File: src/rtl/alt_trig_pkg.sv
package alt_trig_pkg;

    localparam int ENG_A   = 0;
    localparam int ENG_B   = 1;
    localparam int NUM_ENG = 2;

    typedef enum logic [1:0] {
        ST_WAIT_A = 2'd0,
        ST_RUN_A  = 2'd1,
        ST_WAIT_B = 2'd2,
        ST_RUN_B  = 2'd3
    } seq_state_e;

endpackage

File: src/rtl/trig_edge_sync.sv
module trig_edge_sync #(
    parameter int STAGES = 2
) (
    input  logic clk,
    input  logic rst_n,
    input  logic async_in,
    output logic rise_pulse
);

    localparam int LAST = STAGES - 1;

    logic [LAST:0] chain_q;
    logic          prev_q;

    generate
        if (STAGES == 1) begin : g_single
            always_ff @(posedge clk or negedge rst_n) begin
                if (!rst_n) chain_q <= '0;
                else        chain_q <= async_in;
            end
        end else begin : g_multi
            always_ff @(posedge clk or negedge rst_n) begin
                if (!rst_n) chain_q <= '0;
                else        chain_q <= {chain_q[LAST-1:0], async_in};
            end
        end
    endgenerate

    always_ff @(posedge clk or negedge rst_n) begin
        if (!rst_n) prev_q <= 1'b0;
        else        prev_q <= chain_q[LAST];
    end

    assign rise_pulse = chain_q[LAST] & ~prev_q;

    // a level held high yields a single-cycle edge pulse
    a_r2_edge_single: assert property (@(posedge clk) disable iff (!rst_n)
        rise_pulse |=> !rise_pulse);

endmodule

File: src/rtl/alt_seq_fsm.sv
module alt_seq_fsm
    import alt_trig_pkg::*;
(
    input  logic               clk,
    input  logic               rst_n,
    input  logic               mode_en,
    input  logic               trig_edge,
    input  logic [NUM_ENG-1:0] grp_done,
    output logic [NUM_ENG-1:0] start_q,
    output logic [NUM_ENG-1:0] grp_fin,
    output logic               drop_evt
);

    seq_state_e state_q, state_d;
    logic [NUM_ENG-1:0] launch;

    // next-state logic and event decode
    always_comb begin
        state_d  = state_q;
        launch   = '0;
        grp_fin  = '0;
        drop_evt = 1'b0;
        if (!mode_en) begin
            state_d = ST_WAIT_A;
        end else begin
            unique case (state_q)
                ST_WAIT_A: begin
                    if (trig_edge) begin
                        launch[ENG_A] = 1'b1;
                        state_d       = ST_RUN_A;
                    end
                end
                ST_RUN_A: begin
                    if (trig_edge) drop_evt = 1'b1;
                    if (grp_done[ENG_A]) begin
                        grp_fin[ENG_A] = 1'b1;
                        state_d        = ST_WAIT_B;
                    end
                end
                ST_WAIT_B: begin
                    if (trig_edge) begin
                        launch[ENG_B] = 1'b1;
                        state_d       = ST_RUN_B;
                    end
                end
                ST_RUN_B: begin
                    if (trig_edge) drop_evt = 1'b1;
                    if (grp_done[ENG_B]) begin
                        grp_fin[ENG_B] = 1'b1;
                        state_d        = ST_WAIT_A;
                    end
                end
                default: state_d = ST_WAIT_A;
            endcase
        end
    end

    // state register
    always_ff @(posedge clk or negedge rst_n) begin
        if (!rst_n) state_q <= ST_WAIT_A;
        else        state_q <= state_d;
    end

    // output register
    always_ff @(posedge clk or negedge rst_n) begin
        if (!rst_n) start_q <= '0;
        else        start_q <= launch;
    end

    a_r3_start_onehot: assert property (@(posedge clk) disable iff (!rst_n)
        $onehot0(start_q));

    a_r3_start_a_runs: assert property (@(posedge clk) disable iff (!rst_n)
        start_q[ENG_A] |-> (state_q == ST_RUN_A || !$past(mode_en) || state_q == ST_WAIT_B));

    a_r4_fin_a_to_b: assert property (@(posedge clk) disable iff (!rst_n)
        (grp_fin[ENG_A] && mode_en) |=> (state_q == ST_WAIT_B || state_q == ST_WAIT_A));

    a_r5_fin_b_to_a: assert property (@(posedge clk) disable iff (!rst_n)
        grp_fin[ENG_B] |=> (state_q == ST_WAIT_A));

    a_r10_off_no_start: assert property (@(posedge clk) disable iff (!rst_n)
        !mode_en |=> (start_q == '0 && state_q == ST_WAIT_A));

endmodule

File: src/rtl/sticky_flag_bank.sv
module sticky_flag_bank #(
    parameter int WIDTH = 3
) (
    input  logic             clk,
    input  logic             rst_n,
    input  logic [WIDTH-1:0] set_i,
    input  logic [WIDTH-1:0] clr_i,
    output logic [WIDTH-1:0] flag_q
);

    generate
        for (genvar i = 0; i < WIDTH; i++) begin : g_bit
            always_ff @(posedge clk or negedge rst_n) begin
                if (!rst_n)        flag_q[i] <= 1'b0;
                else if (set_i[i]) flag_q[i] <= 1'b1;
                else if (clr_i[i]) flag_q[i] <= 1'b0;
            end

            // a set always lands, even against a clear
            a_r8_set_wins: assert property (@(posedge clk) disable iff (!rst_n)
                set_i[i] |=> flag_q[i]);

            a_r8_clear_takes: assert property (@(posedge clk) disable iff (!rst_n)
                (clr_i[i] && !set_i[i]) |=> !flag_q[i]);

            a_r8_hold: assert property (@(posedge clk) disable iff (!rst_n)
                (!clr_i[i] && !set_i[i]) |=> $stable(flag_q[i]));
        end
    endgenerate

endmodule

File: src/rtl/alt_inj_trig_seq.sv
module alt_inj_trig_seq
    import alt_trig_pkg::*;
#(
    parameter int SYNC_STAGES = 2
) (
    input  logic       clk,
    input  logic       rst_n,
    input  logic       mode_en,
    input  logic       trig_in,
    input  logic [1:0] grp_done,
    input  logic [1:0] irq_en,
    input  logic [1:0] done_clr,
    input  logic       drop_clr,
    output logic [1:0] grp_start,
    output logic [1:0] done_flag,
    output logic [1:0] irq,
    output logic       drop_flag
);

    localparam int FLAGS = NUM_ENG + 1;

    logic               trig_edge;
    logic [NUM_ENG-1:0] grp_fin;
    logic               drop_evt;
    logic [FLAGS-1:0]   flags;

    trig_edge_sync #(.STAGES(SYNC_STAGES)) u_sync (
        .clk        (clk),
        .rst_n      (rst_n),
        .async_in   (trig_in),
        .rise_pulse (trig_edge)
    );

    alt_seq_fsm u_fsm (
        .clk       (clk),
        .rst_n     (rst_n),
        .mode_en   (mode_en),
        .trig_edge (trig_edge),
        .grp_done  (grp_done),
        .start_q   (grp_start),
        .grp_fin   (grp_fin),
        .drop_evt  (drop_evt)
    );

    sticky_flag_bank #(.WIDTH(FLAGS)) u_flags (
        .clk    (clk),
        .rst_n  (rst_n),
        .set_i  ({drop_evt, grp_fin}),
        .clr_i  ({drop_clr, done_clr}),
        .flag_q (flags)
    );

    assign done_flag = flags[NUM_ENG-1:0];
    assign drop_flag = flags[NUM_ENG];
    assign irq       = done_flag & irq_en;

    // a done strobe with no running group never raises a flag
    a_r7_idle_done_ignored: assert property (@(posedge clk) disable iff (!rst_n)
        (!done_flag[ENG_B] && !done_clr[ENG_B] && !grp_fin[ENG_B]) |=> !done_flag[ENG_B]);

    // a dropped trigger never produces a start
    a_r6_drop_no_start: assert property (@(posedge clk) disable iff (!rst_n)
        drop_evt |=> (grp_start == '0));

    // interrupt only with its flag
    a_r9_irq_needs_flag: assert property (@(posedge clk) disable iff (!rst_n)
        $countones(irq & ~done_flag) == 0);

endmodule

File: config.mk
export PLATFORM = sky130hd
export DESIGN_NAME = alt_inj_trig_seq
export DESIGN_NICKNAME = d
export VERILOG_FILES = /design/src/rtl/alt_trig_pkg.sv /design/src/rtl/trig_edge_sync.sv /design/src/rtl/alt_seq_fsm.sv /design/src/rtl/sticky_flag_bank.sv /design/src/rtl/alt_inj_trig_seq.sv
export SDC_FILE = /design/constraint.sdc
export NUM_CORES = 1
export LEC_CHECK = 0
export BUFFER_PORTS_ARGS = -buffer_cell sky130_fd_sc_hd__buf_4
export CORE_MARGIN = 1
export CORE_UTILIZATION = 25
export CTS_CLUSTER_SIZE = 10
export DETAILED_ROUTE_END_ITERATION = 8
export SETUP_SLACK_MARGIN = 0.5
export SLEW_MARGIN = 20
export SYNTH_ARGS = -nofsm -noshare
export SYNTH_HDL_FRONTEND = slang
export SYNTH_SLANG_ARGS = --single-unit
File: constraint.sdc
create_clock -name clk -period 3.3 [get_ports clk]
set_input_delay 0.825 -clock clk [delete_from_list [all_inputs] [get_ports clk]]
set_output_delay 0.825 -clock clk [all_outputs]
set_load 0.005 [all_outputs]
== Word-level counts from Yosys, hierarchy flattened ==
Cells that the tools add are included.

* Flip-flop bits (word level): 10
* Input port bits: 11
* Word-level logic and storage cells: 46

* Equal/unequal tests: 7
* Multiplexer cells: 23
* Bitwise logic cells: 3
* Reductions and logical operators: 6

{| class="wikitable"
|+ Operator list
! cell !! number
|-
| two-way mux 1 bit || 15
|-
| two-way mux 2 bit || 7
|-
| != test 3 bit (second input constant) || 4
|-
| case mux 2 bit (4 select lines) || 1
|-
| nonzero test 2 bit || 3
|-
| == test 2 bit (second input constant) || 2
|-
| AND reduction 4 bit || 1
|-
| AND 2 bit || 1
|-
| == test 2 x 1 -> 1 bit (second input constant) || 1
|-
| zero test 2 bit || 1
|-
| OR reduction 2 bit || 1
|-
| AND 1 bit || 1
|-
| NOT 1 bit || 1
|}

== Longest topological paths before layout ==
* Depth after elaboration: 6
* Mapped depth: 5
* Mapped depth without buffers: 5

== By module ==
A second synthesis with hierarchy kept.

* Cell total of the unflattened synthesis: 40
* Area, all modules: 464.2 sq um

{| class="wikitable"
|+ Modules (own cells, without submodules)
! module !! times used !! cells an instance !! area an instance (sq um) !! sequential area each (sq um)
|-
| alt_seq_fsm || 1 || 25 || 254.0 || 100.1
|-
| sticky_flag_bank || 1 || 9 || 108.9 || 75.1
|-
| trig_edge_sync || 1 || 4 || 88.8 || 75.1
|-
| alt_inj_trig_seq || 1 || 2 || 12.5 || 0.0
|}

== Worst setup path before layout ==
OpenSTA, ideal clock, no wires.

* Kind: input -> output
* Start point: in irq_en[0]
* End point: out irq[0]
* Arrival: 968 ps
* Data required time: 2475 ps
* Slack: 1507 ps
* Cell stages on the path: 1
* Path through: and2_1

* Longest elaborated chain between the ends: 1

{| class="wikitable"
|+ RTL lines
! what !! line !! RTL
|-
| start, declared || alt_inj_trig_seq.sv:11 || <nowiki>input logic [1:0] irq_en,</nowiki>
|-
| AND 2 bit || alt_inj_trig_seq.sv:55 || <nowiki>assign irq = done_flag & irq_en;</nowiki>
|-
| end, declared || alt_inj_trig_seq.sv:16 || <nowiki>output logic [1:0] irq,</nowiki>
|}

No other way between the ends.

== Worst setup path in the final report ==
Same ends and word-level chain as after synthesis.

==> impl_metrics.json <==
{
  "run_status": "finished clean",
  "coreArea_sq_um": 1594,
  "hold_violations": 0,
  "synth_top_family_by_area": "simple AND/OR/NAND/NOR gates",
  "finClkSkew_ns": 0.001555,
  "period_needed_ns": 2.019,
  "syn_area_sq_um": 449.2,
  "gr-total-overflow": 0,
  "cp_max_fo": 1,
  "grt_max_degree": 11,
  "rsz0062_at_grt": "no",
  "peakVddDrop_mv": 0.2316,
  "detail-route-antenna-nets": 0,
  "fin_tns_setup_ns": 0,
  "finalSetupViolCount": 0,
  "synthMuxAreaShare": 0.04457,
  "wl_per_cell_microns": 9.153,
  "grt_pass1_vias": 304,
  "drt-pass1-iter-count": 4,
  "ctsHoldBuffers": 0,
  "ys_seq_area_frac": 0.5571,
  "worst_pin_slew_ns": 0.5224,
  "synth_fa_ha_area_frac": 0.1114,
  "yosys.area_share.simple": 0.1616,
  "slew_headroom": 0.6518,
  "layout_commonest_cell": "buf_4",
  "grt_pass1_wl_microns": 1297,
  "cts_setup_buffers": 0,
  "power_density_nw_per_um2": 533.3,
  "clk_latency_ns": 0.26,
  "layout.nets": 78,
  "syn_inst": 41,
  "htreeDepth": 1,
  "yosys.cell_types.count": 13,
  "synth_nets": 56,
  "rows": 14,
  "worstSetupPathType": "in2out",
  "port_buffers": 17,
  "worstHoldPathType": "reg2reg",
  "vias": 349,
  "drc_errors": 0,
  "synth_xor_area_frac": 0,
  "ctsResizeCount": 0,
  "fmax_mhz": 495.4,
  "synth.avg_cell_area_sq_um": 10.96,
  "initial_core_util": 0.2818,
  "endpoint_kind": "output port",
  "numCtsBuffers": 3,
  "drv_slew": 0,
  "rrSetupSlack_ns": 1.57,
  "syn2layout_area_growth_pct": 40.11,
  "clk_pin_slew_worst_paths_ns": 0.06,
  "antenna-diode-count": 0,
  "gr-usage-all-layers": 0.1003,
  "final_cell_mix": "buf_4 (17), dfrtp_1 (10), inv_1 (7)",
  "post-route-period-util": 0.6117,
  "dieArea_sq_um": 1970,
  "crit_required_ns": 2.47,
  "hpwlAfterDp_microns": 633.8,
  "cts_tree": "done",
  "stdcell_count": 85,
  "antenna_found_initial": 0,
  "dr.first_iter.drc_count": 5,
  "synth.ff_latch_count": 10,
  "ios": 18,
  "gp_congestion": 0.7152,
  "clock-root-buffer": "clkbuf_4",
  "synth_compound_area_frac": 0.06685,
  "drive_gt1_frac": 0.3443,
  "startpoint_type": "input port",
  "cap_violations": 0,
  "clock_sink_count": 10,
  "ys_warn_count": 0,
  "clockBufferDepth": 2,
  "crit_arrival_ns": 1.19,
  "die_w_microns": 44.39,
  "die_y_microns": 44.39,
  "leakage_nw": 0.3267,
  "drt_wl_total_microns": 778,
  "place_inst": 82,
  "viasPerCell": 4.106
}
-- sequential cells by signal (all words and copies together), names as in the netlist --
| signal | cells |
|---|---|
| u_flags.flag_q | 3 |
| u_fsm.start_q | 2 |
| u_fsm.state_q | 2 |
| u_sync.chain_q | 2 |
| u_sync.prev_q | 1 |
-- synth_stat cells --
| cell type | n | area share |
|---|---|---|
| ha_1 | 4 | 0.11 |
| inv_1 | 7 | 0.059 |
| mux2i_1 | 2 | 0.045 |
| nand2_1 | 4 | 0.033 |
| nand3_1 | 2 | 0.022 |
| nand2b_1 | 1 | 0.014 |
| and2_1 | 3 | 0.042 |
| dfrtp_1 | 10 | 0.56 |
| a222oi_1 | 1 | 0.022 |
| and3b_1 | 1 | 0.020 |
| or2_1 | 1 | 0.014 |
| and2_2 | 1 | 0.017 |
| o21ai_0 | 4 | 0.045 |
-- final cells by class --
class                      instances  area, sq um
clock buffer                       3        22.52
fill                             168        964.7
inverter                           7        26.28
multi-input combinational         24        172.7
sequential                        10        250.2
tap                               24        30.03
timing repair buffer              17        127.6
-- kinds of logic after synthesis --
kind of cell / count (synthesis)
compound gates: 5
simple gates: 13
buf+inv: 7
mux: 2
flops: 10
fa+ha+maj: 4
-- final timing paths --
| check | start | endpoint | depth (start not counted) |
|---|---|---|---|
| max | irq_en[0] | irq[0] | 3 |
| min | u_sync.chain_q[0]$_DFF_PN0_ | u_sync.chain_q[1]$_DFF_PN0_ | 0 |
| max reg2reg | u_fsm.state_q[0]$_DFFE_PN0P_ | u_fsm.state_q[0]$_DFFE_PN0P_ | 5 |
| min reg2reg | u_sync.chain_q[0]$_DFF_PN0_ | u_sync.chain_q[1]$_DFF_PN0_ | 0 |
| max in group asynchronous | rst_n | u_fsm.start_q[1]$_DFF_PN0_ | 1 |
| min in group asynchronous | rst_n | u_fsm.state_q[0]$_DFFE_PN0P_ | 1 |
-- critical path, cell delays in order --
cell    delay (ns)
buf_4         0.10
and2_1        0.14
buf_4         0.13
-- metal layers --
| layer | share of wire | vias to the layer above | global-route usage |
|---|---|---|---|
| li1 | - | 171 | - |
| met1 | 0.45 | 159 | 0.1176 |
| met3 | 0.10 | 0 | 0.07347 |
| met2 | 0.45 | 19 | 0.1412 |
| met5 | 0 | - | 0 |
| met4 | 0 | 0 | 0.03636 |
-- metrics by stage --
stage          utilization  area (sq um)  total power (W)  setup WS (ns)  hold WS, ns
2_1_floorplan            -         449.2        0.0002185          1.507       0.3312
3_3_place_gp        0.3807         606.8        0.0002564          1.283       0.3325
3_5_place_dp        0.3807         606.8        0.0002586          1.280       0.3373
4_1_cts             0.3948         629.4        0.0003420          1.280       0.3521
5_1_grt             0.3948         629.4        0.0003679          1.272       0.3668
6_report            0.3948         629.4        0.0003356          1.281       0.3493
-- report_power, final --
part / switching (W) / total (W) / internal (W) / leakage [nW]
Sequential: 0.0000143 / 0.000155 / 0.000141 / 0.130
Combinational: 0.0000439 / 0.0000984 / 0.0000544 / 0.182
Clock: 0.0000397 / 0.0000818 / 0.0000421 / 0.0138
Total: 0.0000980 / 0.000336 / 0.000238 / 0.327
No activity file was read; power rests on OpenSTA's default activity.
